===== config.mk =====
export PLATFORM = sky130hd
export DESIGN_NAME = simd_sat_adder
export DESIGN_NICKNAME = d
export VERILOG_FILES = /design/src/rtl/simd_sat_adder.sv
export SDC_FILE = /design/constraint.sdc
export NUM_CORES = 1
export LEC_CHECK = 0
export BUFFER_PORTS_ARGS = -buffer_cell sky130_fd_sc_hd__buf_2
export CAP_MARGIN = 40
export CORE_ASPECT_RATIO = 0.7
export CORE_UTILIZATION = 40
export CTS_BUF_LIST = sky130_fd_sc_hd__clkbuf_16
export DETAILED_ROUTE_END_ITERATION = 10
export PLACE_DENSITY = 0.67
export RECOVER_POWER = 50
export SYNTH_ARGS = -nofsm -noshare
export SYNTH_HDL_FRONTEND = slang
export SYNTH_SLANG_ARGS = --single-unit

===== constraint.sdc =====
create_clock -name clk -period 0.8 [get_ports clk]
set_input_delay 0.24 -clock clk [delete_from_list [all_inputs] [get_ports clk]]
set_output_delay 0.24 -clock clk [all_outputs]
set_load 0.1 [all_outputs]

===== src/rtl/simd_sat_adder.sv =====
module simd_sat_adder #(
  parameter int WIDTH = 64
) (
  input  logic             clk,
  input  logic             rst_n,
  input  logic             in_valid,
  input  logic [WIDTH-1:0] a,
  input  logic [WIDTH-1:0] b,
  input  logic [1:0]       lane_sel,
  input  logic             sub,
  input  logic             sat_en,
  input  logic             signed_mode,
  output logic             out_valid,
  output logic [WIDTH-1:0] result
);
  localparam int NB = WIDTH / 8;

  logic [WIDTH-1:0] bx;
  logic [WIDTH-1:0] res_d;
  logic [NB-1:0]    co;
  logic [NB-1:0]    ovs;
  logic [NB-1:0]    amsb;
  logic             sat_ok;

  assign bx     = sub ? ~b : b;
  assign sat_ok = sat_en && !lane_sel[1];

  for (genvar i = 0; i < NB; i++) begin : g_byte
    localparam int T16 = i | 1;
    logic       start;
    logic       cin;
    logic [8:0] s;
    logic       tov, tam, tco, hi, lo, top;

    always_comb begin
      case (lane_sel)
        2'd0:    start = 1'b1;
        2'd1:    start = (i % 2) == 0;
        2'd2:    start = (i % 4) == 0;
        default: start = (i == 0);
      endcase
    end

    if (i == 0) begin : g_first
      assign cin = sub;
    end else begin : g_rest
      assign cin = start ? sub : co[i-1];
    end

    assign s       = {1'b0, a[8*i +: 8]} + {1'b0, bx[8*i +: 8]} + {8'd0, cin};
    assign co[i]   = s[8];
    assign amsb[i] = a[8*i+7];
    assign ovs[i]  = (a[8*i+7] == bx[8*i+7]) && (s[7] != a[8*i+7]);

    assign top = (lane_sel == 2'd0) || ((i % 2) == 1);
    assign tov = (lane_sel == 2'd0) ? ovs[i]  : ovs[T16];
    assign tam = (lane_sel == 2'd0) ? amsb[i] : amsb[T16];
    assign tco = (lane_sel == 2'd0) ? co[i]   : co[T16];

    assign hi = sat_ok && (signed_mode ? (tov && !tam) : (!sub && tco));
    assign lo = sat_ok && (signed_mode ? (tov && tam)  : (sub && !tco));

    assign res_d[8*i +: 8] = hi ? ((signed_mode && top) ? 8'h7F : 8'hFF) :
                             lo ? ((signed_mode && top) ? 8'h80 : 8'h00) :
                                  s[7:0];
  end

  always_ff @(posedge clk or negedge rst_n) begin
    if (!rst_n) begin
      out_valid <= 1'b0;
      result    <= '0;
    end else begin
      out_valid <= in_valid;
      if (in_valid) result <= res_d;
    end
  end
endmodule


==> Yosys cells after proc, flatten, opt, wreduce, memory -nomap -nowiden <==
Cells that the tools add are included.
{ "op_classes": {"order_cmp": 0, "n_eq_ne": 18, "shifts": 0, "n_reduce_logical": 79, "mul": 0, "n_bitwise": 1, "addsub": 16, "n_div": 0, "n_mux": 59} }
{ "ops": {"columns": ["op", "n"], "rows": [
  ["8-bit 2-to-1 mux", 20],
  ["8-bit by 8-bit adder with 9-bit output", 8],
  ["9-bit by 1-bit adder with 9-bit output", 8],
  ["64-bit 2-to-1 mux", 1],
  ["64-bit inverter", 1],
  ["1-bit logical AND", 58],
  ["1-bit 2-to-1 mux", 38],
  ["1-bit zero test", 18],
  ["1-bit equality test", 8],
  ["1-bit inequality test", 8],
  ["3-bit OR reduction", 1],
  ["2-bit by 1-bit equality test with 1-bit output (second input constant)", 1],
  ["2-bit equality test (second input constant)", 1],
  ["2-bit zero test", 1],
  ["2-bit OR reduction", 1]
]} }
{ "word_totals": {"output_inout_bits": 65, "ramBits": 0, "latchBits": 0, "reg_bits": 65, "mem_count": 0, "elab_cells": 175, "rom_bits": 0} }

==> Logic depth before layout (Yosys ltp) <==
{ "depth": {"ltp_word": 26, "ltp_mapped": 61} }

==> Least setup slack after synthesis <==
No wires, ideal clock.
{ "synth_path": {"kind": "input -> register", "startpoint": "input port sub", "endpoint": "register result[55]", "cell_stages": 60, "required_ns": 0.666, "path_slack_ns": -12.086, "path_buffers": 3, "arrival_time_ns": 12.752, "path_cell_list": "clkbuf_1 > clkbuf_1 > clkbuf_1 > xor2_1 > fa_1 > a21oi_1 > o21a_1 > o21ai_0 > nand2_1 > nand2_1 > nand2_1 > fa_1 > fa_1 > nor2b_1 > o21ai_0 > a21oi_1 > o21ai_0 > a21oi_1 > [24 not listed] > o2111ai_1 > nand3_1 > nand2_1 > a21oi_1 > fa_1 > fa_1 > a21oi_1 > nand4b_1 > a31oi_1 > o21a_1 > fa_1 > a21oi_1 > nor2_1 > or3_4 > and4b_1 > or3_4 > a31oi_4 > a31oi_1"} }
{ "synth_between": {"elab_chain_cells": 25, "word_cells_on_any_way": 44, "classes_between": "add/sub: 16; eq/ne: 4; mux: 14; reduce/logical: 10"} }
{ "synth_rtl": {"columns": ["element", "line", "source"], "rows": [
  ["from (decl)", "10", "input logic sub,"],
  ["64-bit 2-to-1 mux", "25", "assign bx = sub ? ~b : b;"],
  ["8-bit by 8-bit adder with 9-bit output", "50", "assign s = {1'b0, a[8*i +: 8]} + {1'b0, bx[8*i +: 8]} + {8'd0, cin};"],
  ["9-bit by 1-bit adder with 9-bit output", "50", null],
  ["1-bit 2-to-1 mux", "47", "assign cin = start ? sub : co[i-1];"],
  ["9-bit by 1-bit adder with 9-bit output", "50", null],
  ["1-bit 2-to-1 mux", "47", null],
  ["9-bit by 1-bit adder with 9-bit output", "50", null],
  ["1-bit 2-to-1 mux", "47", null],
  ["[9 not listed]", null, null],
  ["1-bit inequality test", "53", "assign ovs[i] = (a[8*i+7] == bx[8*i+7]) && (s[7] != a[8*i+7]);"],
  ["1-bit logical AND", "53", null],
  ["1-bit 2-to-1 mux", "56", "assign tov = (lane_sel == 2'd0) ? ovs[i] : ovs[T16];"],
  ["1-bit logical AND", "61", "assign lo = sat_ok && (signed_mode ? (tov && tam) : (sub && !tco));"],
  ["1-bit 2-to-1 mux", "61", null],
  ["1-bit logical AND", "61", null],
  ["8-bit 2-to-1 mux", "64", "lo ? ((signed_mode && top) ? 8'h80 : 8'h00) :"],
  ["8-bit 2-to-1 mux *", "63", "assign res_d[8*i +: 8] = hi ? ((signed_mode && top) ? 8'h7F : 8'hFF) :"],
  ["to (signal assigned)", "74", "if (in_valid) result <= res_d;"],
  ["to (decl)", "14", "output logic [WIDTH-1:0] result"]
]} }
Every way passes the cells marked *; elsewhere a longest branch is shown, timed or not.
A chain may end at the register's enable or synchronous reset.

==> Worst setup path after layout <==
{ "layout_path": {"startpoint": "input port b[0]", "endpoint": "register result[55]"} }
{ "layout_between": {"elab_chain_cells": 26, "word_cells_on_any_way": 35, "classes_between": "add/sub: 9; eq/ne: 2; mux: 14; bitwise: 1; reduce/logical: 9"} }
{ "layout_rtl": {"columns": ["element", "line", "source"], "rows": [
  ["from (decl)", "8", "input logic [WIDTH-1:0] b,"],
  ["64-bit inverter", "25", null],
  ["64-bit 2-to-1 mux *", "25", null],
  ["8-bit by 8-bit adder with 9-bit output *", "50", null],
  ["9-bit by 1-bit adder with 9-bit output *", "50", null],
  ["1-bit 2-to-1 mux *", "47", null],
  ["9-bit by 1-bit adder with 9-bit output *", "50", null],
  ["1-bit 2-to-1 mux *", "47", null],
  ["9-bit by 1-bit adder with 9-bit output *", "50", null],
  ["[10 not listed]", null, null],
  ["1-bit inequality test", "53", null],
  ["1-bit logical AND", "53", null],
  ["1-bit 2-to-1 mux", "56", null],
  ["1-bit logical AND", "61", null],
  ["1-bit 2-to-1 mux", "61", null],
  ["1-bit logical AND", "61", null],
  ["8-bit 2-to-1 mux", "64", null],
  ["8-bit 2-to-1 mux *", "63", null]
]} }
Marked as above.

==> results by group <==
Timing
  • Endpoints failing setup: 130
  • Slew Limit Headroom: between 50% and 60%
  • Worst-margin pin slew: 0.678 ns
  • Min Tclk post-route: 12.07 ns
  • Max Clock Freq: 0.0829 GHz
  • RSZ-0062 raised after global routing: true
  • Slew Viols, Final: 0
  • Setup_tns: -557.84 ns
  • Fin crit share: 1510%
  • Final WS setup: -11.27 ns
  • Hold Fails Final Rpt: 0
  • Worst Skew: 0 ns

Power
  • P per Cell Area: 2450 nW/um^2
  • Worst vdd ir: 1.96 mV
  • Leakage power total: 6.35 nW

Synth
  • Register area share after synthesis: roughly a quarter
  • Cell taking the most area after synthesis: dfrtp_1
  • Area contributors post-synth: dfrtp_1 (24%), ha_1 (10%), xor2_1 (9.7%), a21oi_1 (8.3%), nor2_1 (6.3%)
  • Yosys warns: 0
  • #FFs+latches synth: 65
  • Most frequent cell after synthesis: nor2_1
  • Leading cell types by count after synthesis: nor2_1 (115), a21oi_1 (113), xor2_1 (75), dfrtp_1 (65), ha_1 (56)
  • Post-Syn Instances: 828
  • Synth unique cells: 63
  • Post-synth ARST share: 100%
  • Synthesized net count: slightly above 1000
  • Ys flop type: dfrtp_1
  • Syn_area_per_cell: 8.21 sq um
  • Synthesized cell area: approximately 6800 sq um
  • Post-synth EDFFs: 0
  • Post-synth top area share: 23.9%

Critical path
  • CP peak stage delay: 0.45 ns
  • Worst r2r dst: result[39]
  • Critical Path RT: 1.04 ns
  • CP startpoint kind: input pin
  • R2R Setup Slk: -0.33 ns
  • Crit Reg-Reg Startpoint: result[39]
  • CP dominant cell by count: fa_2
  • Worst R2R Path Depth: 3
  • Critical path type: in2reg
  • CP Max Fanout: 8
  • Setup crit end kind: register
  • Crit path arrival time: 12.31 ns
  • Worst path slowest cell: fa_2

Finish
  • Fin area: 13800 sq um
  • Multi-input logic area: roughly 5900 sq um
  • Nets: 1615
  • Post-route insts no fill: 1640
  • Reg area: about 1900 sq um
  • Utilization after layout: 83.9%
  • Layout area overhead: 103%
  • Share of layout cells above drive strength 1: 60.4%
  • Fill count: 848

Detailed routing
  • Number of nets with antenna violations after routing: 0
  • DRC: 0
  • Wire per inst: 22.6 um
  • Pre-Repair DR Iteration Count: 6
  • Routed WL: approximately 37000 um
  • Vias per inst: between 5 and 6
  • Vias: approximately 9700
  • DR iter-0 viols: 897

CTS
  • CTS tree: built
  • Clk sinks: 65
  • CTS root buf: clkbuf_16
  • Clock transition at path regs: 0.07 ns
  • CTS buffer count: 9
  • Worst-Skew Late Latency: 0.34 ns
  • Clk buf depth: 2
  • H-tree lvl count: 3

Global routing
  • Remaining global-route overflow: 0
  • Largest net degree at the start of global routing: 53
  • GRT Util Overall: between 30% and 40%
  • First-pass GRT wire length: 51400 um
  • Vias in the first global route: around 9700
  • Antenna violations before repair: 2

Placed design
  • DP Area: 11200 sq um
  • DP Cell Count: 1449
  • I/O Buffers: 200
  • GPL Wtd Cong: between 0.9 and 1
  • DP Wirelength: approximately 19000 um

Die
  • Initial Utilization: 41.3%
  • Horiz. Die Dim: 158 um
  • Row cnt: 39
  • Die area: around 18000 sq um
  • # IOs: around 200
  • Die height: about 110 um
  • Core box area: 16400 sq um

Worst hold path
  • Hold path cells: 4
  • Worst Min Path Start: a[0]
  • HP Class: in2reg
  • Hold endpoint: result[0]

Run status
  • Failing checks: setup timing
  • Status: finished, violations left

Run
  • Max cap viols: 0
==> state kept, by name (all words and copies together) (netlist names) <==
register,flops
result,64
out_valid,1
==> kinds of logic (layout without fill, tap and decap cells) <==
logic type                 after synthesis  in the layout  synth area share (%)
adders and majority gates               71             71                  14.7
buffers and inverters                   56            641                  3.28
AOI/OAI and AO/OA                      230            230                  22.2
muxes                                   10             10                  1.53
DFF                                     65             65                  23.9
xor gates and xnor gates               101            101                  13.0
and+or+nand+nor                        295            295                  21.3
other                                    0              2                     0
==> per-stage QoR <==
step / worst slack, ns / power (mW) / hold slack (ns)
final: -11.27 / 33.8 / 0.238
after global routing: -11.66 / 34.8 / 0.274
after CTS: -10.26 / 31.3 / 0.198
after detailed placement: -11.33 / 24.0 / 0.230
after global placement: -10.92 / 23.8 / 0.230
after floorplan: -10.82 / 16.6 / -0.0556
==> cell type report <==
cell class                      count  share of cell area, %
Antenna cell                        2                 0.0363
Tap cell                          225                   2.04
Clock buffer                        9                   1.63
Timing Repair Buffer              598                   38.9
Inverter                           27                  0.735
Sequential cell                    65                   13.6
Clock inverter                      7                  0.626
Multi-Input combinational cell    707                   42.5
==> timing repair <==
| item | 4_1_cts | 5_1_grt |
|---|---|---|
| hold buffers | 1 | 0 |
| cloned | 0 | 1 |
| setup buffers | 180 | 28 |
| setup endpoints to repair | 129 | 129 |
| pin swaps | 86 | 73 |
| hold endpoints to repair | 65 | 0 |
| resized for setup | 134 | 101 |
==> worst max-delay path: cells and delay by family <==
kind	cells	cell delay, ns
mux	2	0.62
compound gates	26	4.22
fa+ha+maj	15	5.05
simple gates	15	1.86
buf+inv	2	0.27
==> report_power, final <==
part	switching (mW)	internal (mW)	leakage (nW)	total [mW]
combinational	13.4	10.1	5.51	23.5
clock	1.82	2.71	0.158	4.53
sequential	1.09	4.69	0.682	5.78
total	16.3	17.5	6.35	33.8
==> cell usage in the layout (no fill, tap or decap), types with 8 or more instances in the layout <==
master	Yosys	final
ha_1	56	56
dfrtp_4	0	65
nor3_1	29	26
nand2_1	36	31
o21ai_0	22	8
a21oi_1	113	42
buf_2	4	132
a31oi_1	17	13
inv_1	27	27
a21oi_4	0	17
buf_6	0	77
a21oi_2	2	56
nor2b_1	13	8
xnor2_1	26	26
nand3_2	0	9
nand3_1	45	34
buf_12	0	71
nor2_1	115	109
fa_2	0	15
clkbuf_16	0	9
o21a_1	13	13
buf_4	2	313
or3_1	9	9
xor2_1	75	74
==> worst max-delay path by stage <==
stage	startpoint	to	slack [ns]	cells past startpoint
2_1_floorplan	sub	result[55]	-10.82	60
3_3_place_gp	b[0]	result[55]	-10.92	58
3_5_place_dp	b[0]	result[54]	-11.33	58
4_1_cts	sub	result[59]	-10.26	69
5_1_grt	b[0]	result[55]	-11.66	60
6_report	b[0]	result[55]	-11.27	60
==> metal layers <==
layer	part of all wire (%)	GRT usage (%)	vias to the layer above
met1	38	46.4	4555
met4	6.8	20.1	0
li1	-	-	4139
met5	0	0	-
met3	11	11.9	250
met2	44	60.1	780
Power figures use the tool's default switching activity.
